File: config.mk
export PLATFORM = sky130hd
export DESIGN_NAME = bus_reset_seq
export DESIGN_NICKNAME = d
export VERILOG_FILES = /design/src/rtl/brs_pkg.sv /design/src/rtl/brs_timer.sv /design/src/rtl/brs_ctrl.sv /design/src/rtl/bus_reset_seq.sv
export SDC_FILE = /design/constraint.sdc
export NUM_CORES = 1
export LEC_CHECK = 0
export ABC_AREA = 1
export BUFFER_PORTS_ARGS = -buffer_cell sky130_fd_sc_hd__buf_2
export CAP_MARGIN = 10
export CELL_PAD_IN_SITES_DETAIL_PLACEMENT = 1
export CELL_PAD_IN_SITES_GLOBAL_PLACEMENT = 2
export CORE_AREA = 5 5 71 73
export DETAILED_ROUTE_END_ITERATION = 16
export DIE_AREA = 0 0 76 78
export PLACE_DENSITY_LB_ADDON = 0.1
export SYNTH_ARGS = -nofsm -noshare
export SYNTH_HDL_FRONTEND = slang
export SYNTH_HIERARCHICAL = 1
export SYNTH_SLANG_ARGS = --single-unit
File: constraint.sdc
create_clock -name clk_i -period 3.4 [get_ports clk_i]
set_clock_uncertainty 0.05 [all_clocks]
set_input_delay 0.17 -clock clk_i [delete_from_list [all_inputs] [get_ports clk_i]]
set_output_delay 0.17 -clock clk_i [all_outputs]
set_load 0.05 [all_outputs]
File: src/rtl/brs_pkg.sv
package brs_pkg;
  typedef enum logic [2:0] {
    ST_IDLE,
    ST_ARB,
    ST_SHORT,
    ST_WIN,
    ST_LONG
  } brs_state_e;

  // cycles covering ns nanoseconds at f_hz, rounded up
  function automatic int unsigned ns_to_cyc(longint unsigned f_hz, longint unsigned ns);
    return int'((f_hz * ns + 64'd999_999_999) / 64'd1_000_000_000);
  endfunction
endpackage

File: src/rtl/brs_timer.sv
module brs_timer #(
  parameter int unsigned CW = 16
) (
  input  logic          clk_i,
  input  logic          rst_ni,
  input  logic          load_i,
  input  logic [CW-1:0] val_i,
  output logic          zero_o
);
  logic [CW-1:0] cnt_q;

  always_ff @(posedge clk_i or negedge rst_ni) begin
    if (!rst_ni)             cnt_q <= '0;
    else if (load_i)         cnt_q <= val_i;
    else if (cnt_q != '0)    cnt_q <= cnt_q - 1'b1;
  end

  assign zero_o = (cnt_q == '0);

  AST_NO_UNDERFLOW: assert property (@(posedge clk_i) disable iff (!rst_ni)
    (!load_i && cnt_q == '0) |=> (cnt_q == '0));
endmodule

File: src/rtl/brs_ctrl.sv
module brs_ctrl
  import brs_pkg::*;
#(
  parameter int unsigned CW        = 16,
  parameter int unsigned SHORT_CYC = 175,
  parameter int unsigned LONG_CYC  = 20750,
  parameter int unsigned FAIL_WIN  = 16
) (
  input  logic          clk_i,
  input  logic          rst_ni,
  input  logic          short_en_i,
  input  logic          long_req_i,
  input  logic          short_req_i,
  input  logic          bus_init_i,
  input  logic          fair_grant_i,
  input  logic          rst_fail_i,
  input  logic          zero_i,
  output logic          load_o,
  output logic [CW-1:0] val_o,
  output logic          fair_req_o,
  output logic          rst_drive_o,
  output logic          short_pulse_o,
  output logic          busy_o,
  output logic          done_o
);
  localparam logic [CW-1:0] SHORT_LD = CW'(SHORT_CYC - 1);
  localparam logic [CW-1:0] LONG_LD  = CW'(LONG_CYC - 1);
  localparam logic [CW-1:0] WIN_LD   = CW'(FAIL_WIN - 1);

  brs_state_e st_q, st_d;
  logic       fin, done_q;

  always_comb begin
    st_d   = st_q;
    load_o = 1'b0;
    val_o  = '0;
    fin    = 1'b0;
    unique case (st_q)
      ST_IDLE: begin
        if (long_req_i || (short_req_i && !short_en_i)) begin
          st_d = ST_LONG; load_o = 1'b1; val_o = LONG_LD;
        end else if (short_req_i) begin
          if (bus_init_i) st_d = ST_ARB;
          else begin st_d = ST_SHORT; load_o = 1'b1; val_o = SHORT_LD; end
        end
      end
      ST_ARB: if (fair_grant_i) begin
        st_d = ST_SHORT; load_o = 1'b1; val_o = SHORT_LD;
      end
      ST_SHORT: if (zero_i) begin
        st_d = ST_WIN; load_o = 1'b1; val_o = WIN_LD;
      end
      ST_WIN: begin
        if (rst_fail_i) begin
          st_d = ST_LONG; load_o = 1'b1; val_o = LONG_LD;
        end else if (zero_i) begin
          st_d = ST_IDLE; fin = 1'b1;
        end
      end
      ST_LONG: if (zero_i) begin
        st_d = ST_IDLE; fin = 1'b1;
      end
      default: st_d = ST_IDLE;
    endcase
  end

  always_ff @(posedge clk_i or negedge rst_ni) begin
    if (!rst_ni) begin
      st_q   <= ST_IDLE;
      done_q <= 1'b0;
    end else begin
      st_q   <= st_d;
      done_q <= fin;
    end
  end

  assign fair_req_o    = (st_q == ST_ARB);
  assign short_pulse_o = (st_q == ST_SHORT);
  assign rst_drive_o   = (st_q == ST_SHORT) || (st_q == ST_LONG);
  assign busy_o        = (st_q != ST_IDLE);
  assign done_o        = done_q;

  AST_LONG_START: assert property (@(posedge clk_i) disable iff (!rst_ni)
    (!busy_o && long_req_i) |=> (rst_drive_o && !short_pulse_o));
  AST_STRAP_OFF: assert property (@(posedge clk_i) disable iff (!rst_ni)
    (!busy_o && short_req_i && !short_en_i) |=> (rst_drive_o && !fair_req_o));
  AST_GRANT_SHORT: assert property (@(posedge clk_i) disable iff (!rst_ni)
    (fair_req_o && fair_grant_i) |=> (short_pulse_o && !fair_req_o));
  AST_ARB_NO_DRIVE: assert property (@(posedge clk_i) disable iff (!rst_ni)
    (fair_req_o && !fair_grant_i) |=> (fair_req_o && !rst_drive_o));
  AST_IMM_SHORT: assert property (@(posedge clk_i) disable iff (!rst_ni)
    (!busy_o && short_req_i && !long_req_i && short_en_i && !bus_init_i) |=> short_pulse_o);
  AST_FAIL_LONG: assert property (@(posedge clk_i) disable iff (!rst_ni)
    (st_q == ST_WIN && rst_fail_i) |=> (rst_drive_o && !short_pulse_o));
  AST_DONE_ONE: assert property (@(posedge clk_i) disable iff (!rst_ni)
    done_o |=> !done_o);
  AST_DONE_IDLE: assert property (@(posedge clk_i) disable iff (!rst_ni)
    done_o |-> (!busy_o && $past(rst_drive_o || st_q == ST_WIN)));
  AST_BOTH_LONG: assert property (@(posedge clk_i) disable iff (!rst_ni)
    (!busy_o && long_req_i && short_req_i) |=> !short_pulse_o);
endmodule

File: src/rtl/bus_reset_seq.sv
module bus_reset_seq
  import brs_pkg::*;
#(
  parameter int unsigned CLK_HZ   = 125_000_000,
  parameter int unsigned SHORT_NS = 1_400,
  parameter int unsigned LONG_NS  = 166_000,
  parameter int unsigned FAIL_WIN = 16
) (
  input  logic clk_i,
  input  logic rst_ni,
  input  logic short_en_i,
  input  logic long_req_i,
  input  logic short_req_i,
  input  logic bus_init_i,
  input  logic fair_grant_i,
  input  logic rst_fail_i,
  output logic fair_req_o,
  output logic rst_drive_o,
  output logic short_pulse_o,
  output logic busy_o,
  output logic done_o
);
  localparam int unsigned SHORT_CYC = ns_to_cyc(longint'(CLK_HZ), longint'(SHORT_NS));
  localparam int unsigned LONG_CYC  = ns_to_cyc(longint'(CLK_HZ), longint'(LONG_NS));
  localparam int unsigned MAX_CYC   = (LONG_CYC > FAIL_WIN) ? LONG_CYC : FAIL_WIN;
  localparam int unsigned CW        = $clog2(MAX_CYC + 1);

  logic          t_load, t_zero;
  logic [CW-1:0] t_val;

  brs_timer #(.CW(CW)) i_timer (
    .clk_i  (clk_i),
    .rst_ni (rst_ni),
    .load_i (t_load),
    .val_i  (t_val),
    .zero_o (t_zero)
  );

  brs_ctrl #(
    .CW        (CW),
    .SHORT_CYC (SHORT_CYC),
    .LONG_CYC  (LONG_CYC),
    .FAIL_WIN  (FAIL_WIN)
  ) i_ctrl (
    .clk_i         (clk_i),
    .rst_ni        (rst_ni),
    .short_en_i    (short_en_i),
    .long_req_i    (long_req_i),
    .short_req_i   (short_req_i),
    .bus_init_i    (bus_init_i),
    .fair_grant_i  (fair_grant_i),
    .rst_fail_i    (rst_fail_i),
    .zero_i        (t_zero),
    .load_o        (t_load),
    .val_o         (t_val),
    .fair_req_o    (fair_req_o),
    .rst_drive_o   (rst_drive_o),
    .short_pulse_o (short_pulse_o),
    .busy_o        (busy_o),
    .done_o        (done_o)
  );
endmodule

* After elaboration in Yosys (flattened, before gate mapping)
Cells that the tools add are included.
Widths: inputs -> output; s select.
** Operators by class
- Muxes and demuxes :: 26
- Eq/ne operators :: 7
- Reductions and logical operators :: 10
- $add $sub $neg :: 1
** Operators by type and width (number)
- $mux 15 :: 5
- $pmux 15 s4 :: 1
- $mux 3 :: 6
- $mux 8 :: 2
- $logic_not 15->1 :: 1
- $pmux 3 s5 :: 1
- $reduce_bool 15->1 :: 1
- $sub 15x1->15 const B :: 1
- $mux 1 :: 7
- $eq 3x2->1 const B :: 2
- $mux 4 :: 1
- $pmux 1 s4 :: 1
- $eq 3x1->1 const B :: 1
- $eq 3x3->1 const B :: 1
- $logic_not 3->1 :: 1
- $ne 3x2->1 const B :: 1
- $reduce_and 3->1 :: 1
- $reduce_bool 3->1 :: 1
- $logic_or 1x1->1 :: 2
- $mux 2 :: 1
- $ne 2x1->1 const B :: 1
- $ne 2x2->1 const B :: 1
- $pmux 1 s2 :: 1
- $reduce_bool 2->1 :: 1
- other kinds (2) :: 2
** Word-level totals
- Input bits :: 8
- Output and inout bits :: 5
- Register bits :: 19
- Word-level logic and storage cells :: 47

* Depth between registers and ports, before layout
- Word-level depth :: 6
- Gate-level depth with buffers :: 14

* Modules after synthesis
The synthesis kept the hierarchy.
** By module, submodules not included
- brs_timer :: area an instance 1007.2 um^2, cells each 139, instances 1
- brs_ctrl :: area an instance 429.2 um^2, cells each 71, instances 1

* Least setup slack after synthesis
Ideal clock, no wire load.
- Path kind :: register to register
- Start point :: register i_timer.cnt_q[0]
- End point :: register i_timer.cnt_q[7]
- Data required time :: 3.278 ns
- Period minus slack after synthesis :: 2.080 ns
- Setup slack :: 1.320 ns
- Stages on the path, launching flop included :: 13
- Setup time :: 0.072 ns
- Data arrival time :: 1.958 ns
- Cells stage by stage :: dfrtp_1 -> inv_1 -> ha_1 -> nand2_4 -> nor2_8 -> nand4_4 -> inv_1 -> a21oi_1 -> nand3_1 -> buf_2 -> clkbuf_1 -> nor2_1 -> nor2_1
** On the way
- Word-level cells in the longest chain between the ends :: 4
- Elaborated cells between the ends (all ways) :: 8
** RTL lines
- from (decl) :: line brs_timer.sv:10 : logic [CW-1:0] cnt_q;
- from (signal assigned) :: line brs_timer.sv:14 : else if (load_i) cnt_q <= val_i;
- from (signal assigned) :: line brs_timer.sv:15 : else if (cnt_q != '0) cnt_q <= cnt_q - 1'b1;
- $logic_not 15->1 (*) :: line brs_timer.sv:18 : assign zero_o = (cnt_q == '0);
- via t_zero :: line bus_reset_seq.sv:28 : logic t_load, t_zero;
- $mux 1 (*) :: line brs_ctrl.sv:50 : ST_SHORT: if (zero_i) begin
- $pmux 1 s4 (*) :: line brs_ctrl.sv:38 : unique case (st_q)
- via t_load :: line bus_reset_seq.sv:28
- $mux 15 / $reduce_bool 2->1 (equally long branches)
The timed path passes the listed nets; every way through them passes the cells marked *. The select of a mux whose other input is x is not followed.
A chain may end at the register's enable or synchronous reset.

* Worst setup path after layout
- Start point :: register i_timer.cnt_q[0]
- End point :: register i_timer.cnt_q[0]
Same word-level chain as after synthesis.

==> reports/metrics.cfg <==
[clock_tree]
root_buffer = clkbuf_8
cts_max_level = 1
clk_latency_ns = 0.26
clock_path_buffers = 2
clock-sinks = 19
ctsResizeCount = 0
cts_buffers = 3
cts_tree = done
cts.clk_slew.worst_paths_ns = 0.08

[global_route]
grt_max_degree = 21
grt_antenna_before_repair = 0
grt_pass1_vias = 1412
grt_pass1_wl_um = 6440
grt_use_total_pct = 13.0
grt_overflow = 0

[hold_path]
hold_path_end = i_ctrl/st_q[0]
worstHoldStart = fair_grant_i
hold_class = in -> reg
min_path_cells = 4

[finish]
diodes = 0
fin_area_sq_um = 1560
post_route_cells_drive_above_1_share_pct = 17.6
fin_util_pct = 36.3
area_growth_pct = 8.54
final_nets = 231
stdcell_count = 273
fillers = 576

[detailed_routing]
finalWirelength_um = 3640
ant_nets = 0
firstDrtPassIters = 4
drtIter0Drc = 32
drc = 0
num_vias = 1289
wl_per_cell_um = 13.3
via_per_inst = 4.72

[worst_setup_path]
r2r-end = i_timer/cnt_q[0]
worstPathMaxFanout = 20
critPathLaunchType = flip-flop
cpPeakStageDelay_ns = 0.38
r2r_start = i_timer/cnt_q[0]
setup.worst_path.end_class = flip-flop
rrSetupSlack_ns = 0.99
critPathArrivalTime_ns = 2.51
required_ns = 3.50
crit_path_cell_trace = inv_1 > ha_1 > nand2_4 > nor2_8 > nand4_4 > inv_1 > a21oi_1 > nand3_1 > buf_4 > inv_1 > nand3_2 > nand2_1 > o21ai_1
critPathSlowestCell = dfrtp_1
reg2regPathDepth = 13
cp_common_cell = inv_1
path_class = reg -> reg

[sta]
final-setup-viol-count = 0
rsz0062_at_grt = no
holdWs_ns = 0.123
worst_slack_ns = 0.989
finalCritPeriodShare_pct = 70.9
fin_tns_setup_ns = 0
period_minus_slack_ns = 2.41
hold_violations = 0
fmax_mhz = 415
slew_violations = 0

[synth]
yosysWarnings = 6
yosysMostFrequentCell = nand2_1
synthArstFlopShare_pct = 100
yosysTopAreaCell = dfrtp_1
ys_seq_area_share_pct = 33.1
ys_seq_elements = 19
yosys-top-cells-area = dfrtp_1 33%, nand2_1 17%, nand3_1 6.6%, inv_1 5.7%, nor2_1 5.5%
synth_flop_cell = dfrtp_1
synth_cells = 210
synthesis.area_sq_um = 1440
synth_cell_types = 27
synth_common_cells = 66 x nand2_1, 22 x inv_1, 21 x nor2_1
synth_edf_count = 0
avgSynthCellArea_sq_um = 6.84
synth_top_area_share_pct = 33.1

[placed_design]
io_buffer_count = 12
gp_congestion = 0.787
pre_cts_ws_ns = 0.980
dp.cells = 268
dp_hpwl_um = 3020
dpl_cell_area_sq_um = 1500

[outcome]
outcome = finished clean

[die]
dieArea_sq_um = 5930
core_area_sq_um = 4290
io_pins = 13
die_h_um = 78
row_count = 24
die_width_um = 76
initial_core_util_pct = 33.4

[power_and_ir_drop]
peakVddDrop_uv = 449
fin_total_pwr_mw = 1.50
p_leak_nw = 0.840
power_density_nw_per_um2 = 961

[flow_run]
cap_violations = 0

==> power breakdown <==
part / switching [mW] / total (mW) / leakage [nW] / internal, mW
Clock: 0.0804 / 0.164 / 0.0228 / 0.0835
Sequential: 0.106 / 0.436 / 0.238 / 0.330
Combinational: 0.618 / 0.898 / 0.580 / 0.280
Total: 0.805 / 1.50 / 0.840 / 0.694
==> metal layers <==
| metal | vias up | part of all wire, % | GRT usage [%] |
|---|---|---|---|
| met1 | 606 | 48 | 16.8 |
| met2 | 16 | 49 | 22.7 |
| met5 | - | 0 | 0 |
| met4 | 0 | 1.8 | 4.45 |
| met3 | 7 | 1.6 | 1.16 |
| li1 | 660 | - | - |
==> sequential cells by signal, summed over array words and instances, names as in the netlist <==
signal	cells
i_timer/cnt_q	15
i_ctrl/st_q	3
i_ctrl/done_o	1
==> cell type report <==
type	count	area [sq um]	share of cell area [%]
sequential	19	475	30.5
timing repair buffer	14	77.6	4.98
tap	52	65.1	4.17
multi-input combinational	156	791	50.7
inverter	28	105	6.74
clock buffer	4	45.0	2.89
==> critical path: cells and delay by family (launching register included) <==
kind / cells / cell delay [ns]
buf+inv: 4 / 0.65
simple gates: 6 / 0.69
flops: 1 / 0.38
fa+ha+maj: 1 / 0.26
compound gates: 2 / 0.27
==> how the worst max path moves through the flow <==
| stage | from | end | slack (ns) | cells after the start |
|---|---|---|---|---|
| detailed placement | i_timer/cnt_q[0] | i_timer/cnt_q[1] | 0.98 | 13 |
| global route | i_timer/cnt_q[0] | i_timer/cnt_q[0] | 0.77 | 13 |
| CTS | i_timer/cnt_q[0] | i_timer/cnt_q[1] | 0.97 | 13 |
| global placement | i_timer/cnt_q[0] | i_timer/cnt_q[1] | 1.10 | 13 |
| finish | i_timer/cnt_q[0] | i_timer/cnt_q[0] | 0.99 | 13 |
| floorplan | i_timer/cnt_q[0] | i_timer/cnt_q[7] | 1.32 | 12 |
==> layout by cell type (no fill, tap or decap), types with 2 or more instances in the layout <==
cell / instances
nand3_2: 3
nand2_4: 2
o21ai_0: 6
inv_2: 6
nand2_1: 66
conb_1: 6
a21oi_1: 2
inv_1: 22
xnor2_1: 4
o21ai_1: 8
nand3_1: 19
xor2_1: 2
dfrtp_1: 19
nand4_1: 2
nor2_4: 3
buf_2: 12
nand2_2: 2
nor2_2: 4
nor2_1: 21
clkbuf_8: 3
==> timing repair <==
| action | in CTS | in global routing |
|---|---|---|
| setup buffers | 0 | 0 |
| hold buffers | 1 | 0 |
| endpoints found under the hold margin | 19 | 0 |
==> kinds of logic after synthesis <==
family	after synthesis	synth area share [%]
AND/OR/NAND/NOR	125	42.4
buffers and inverters	40	13.2
flip-flops	19	33.1
AO/OA/AOI/OAI	18	6.53
XOR/XNOR	6	3.66
adder cells (fa/ha/maj)	1	0.871
other	1	0.261
Power figures use the tool's default switching activity.
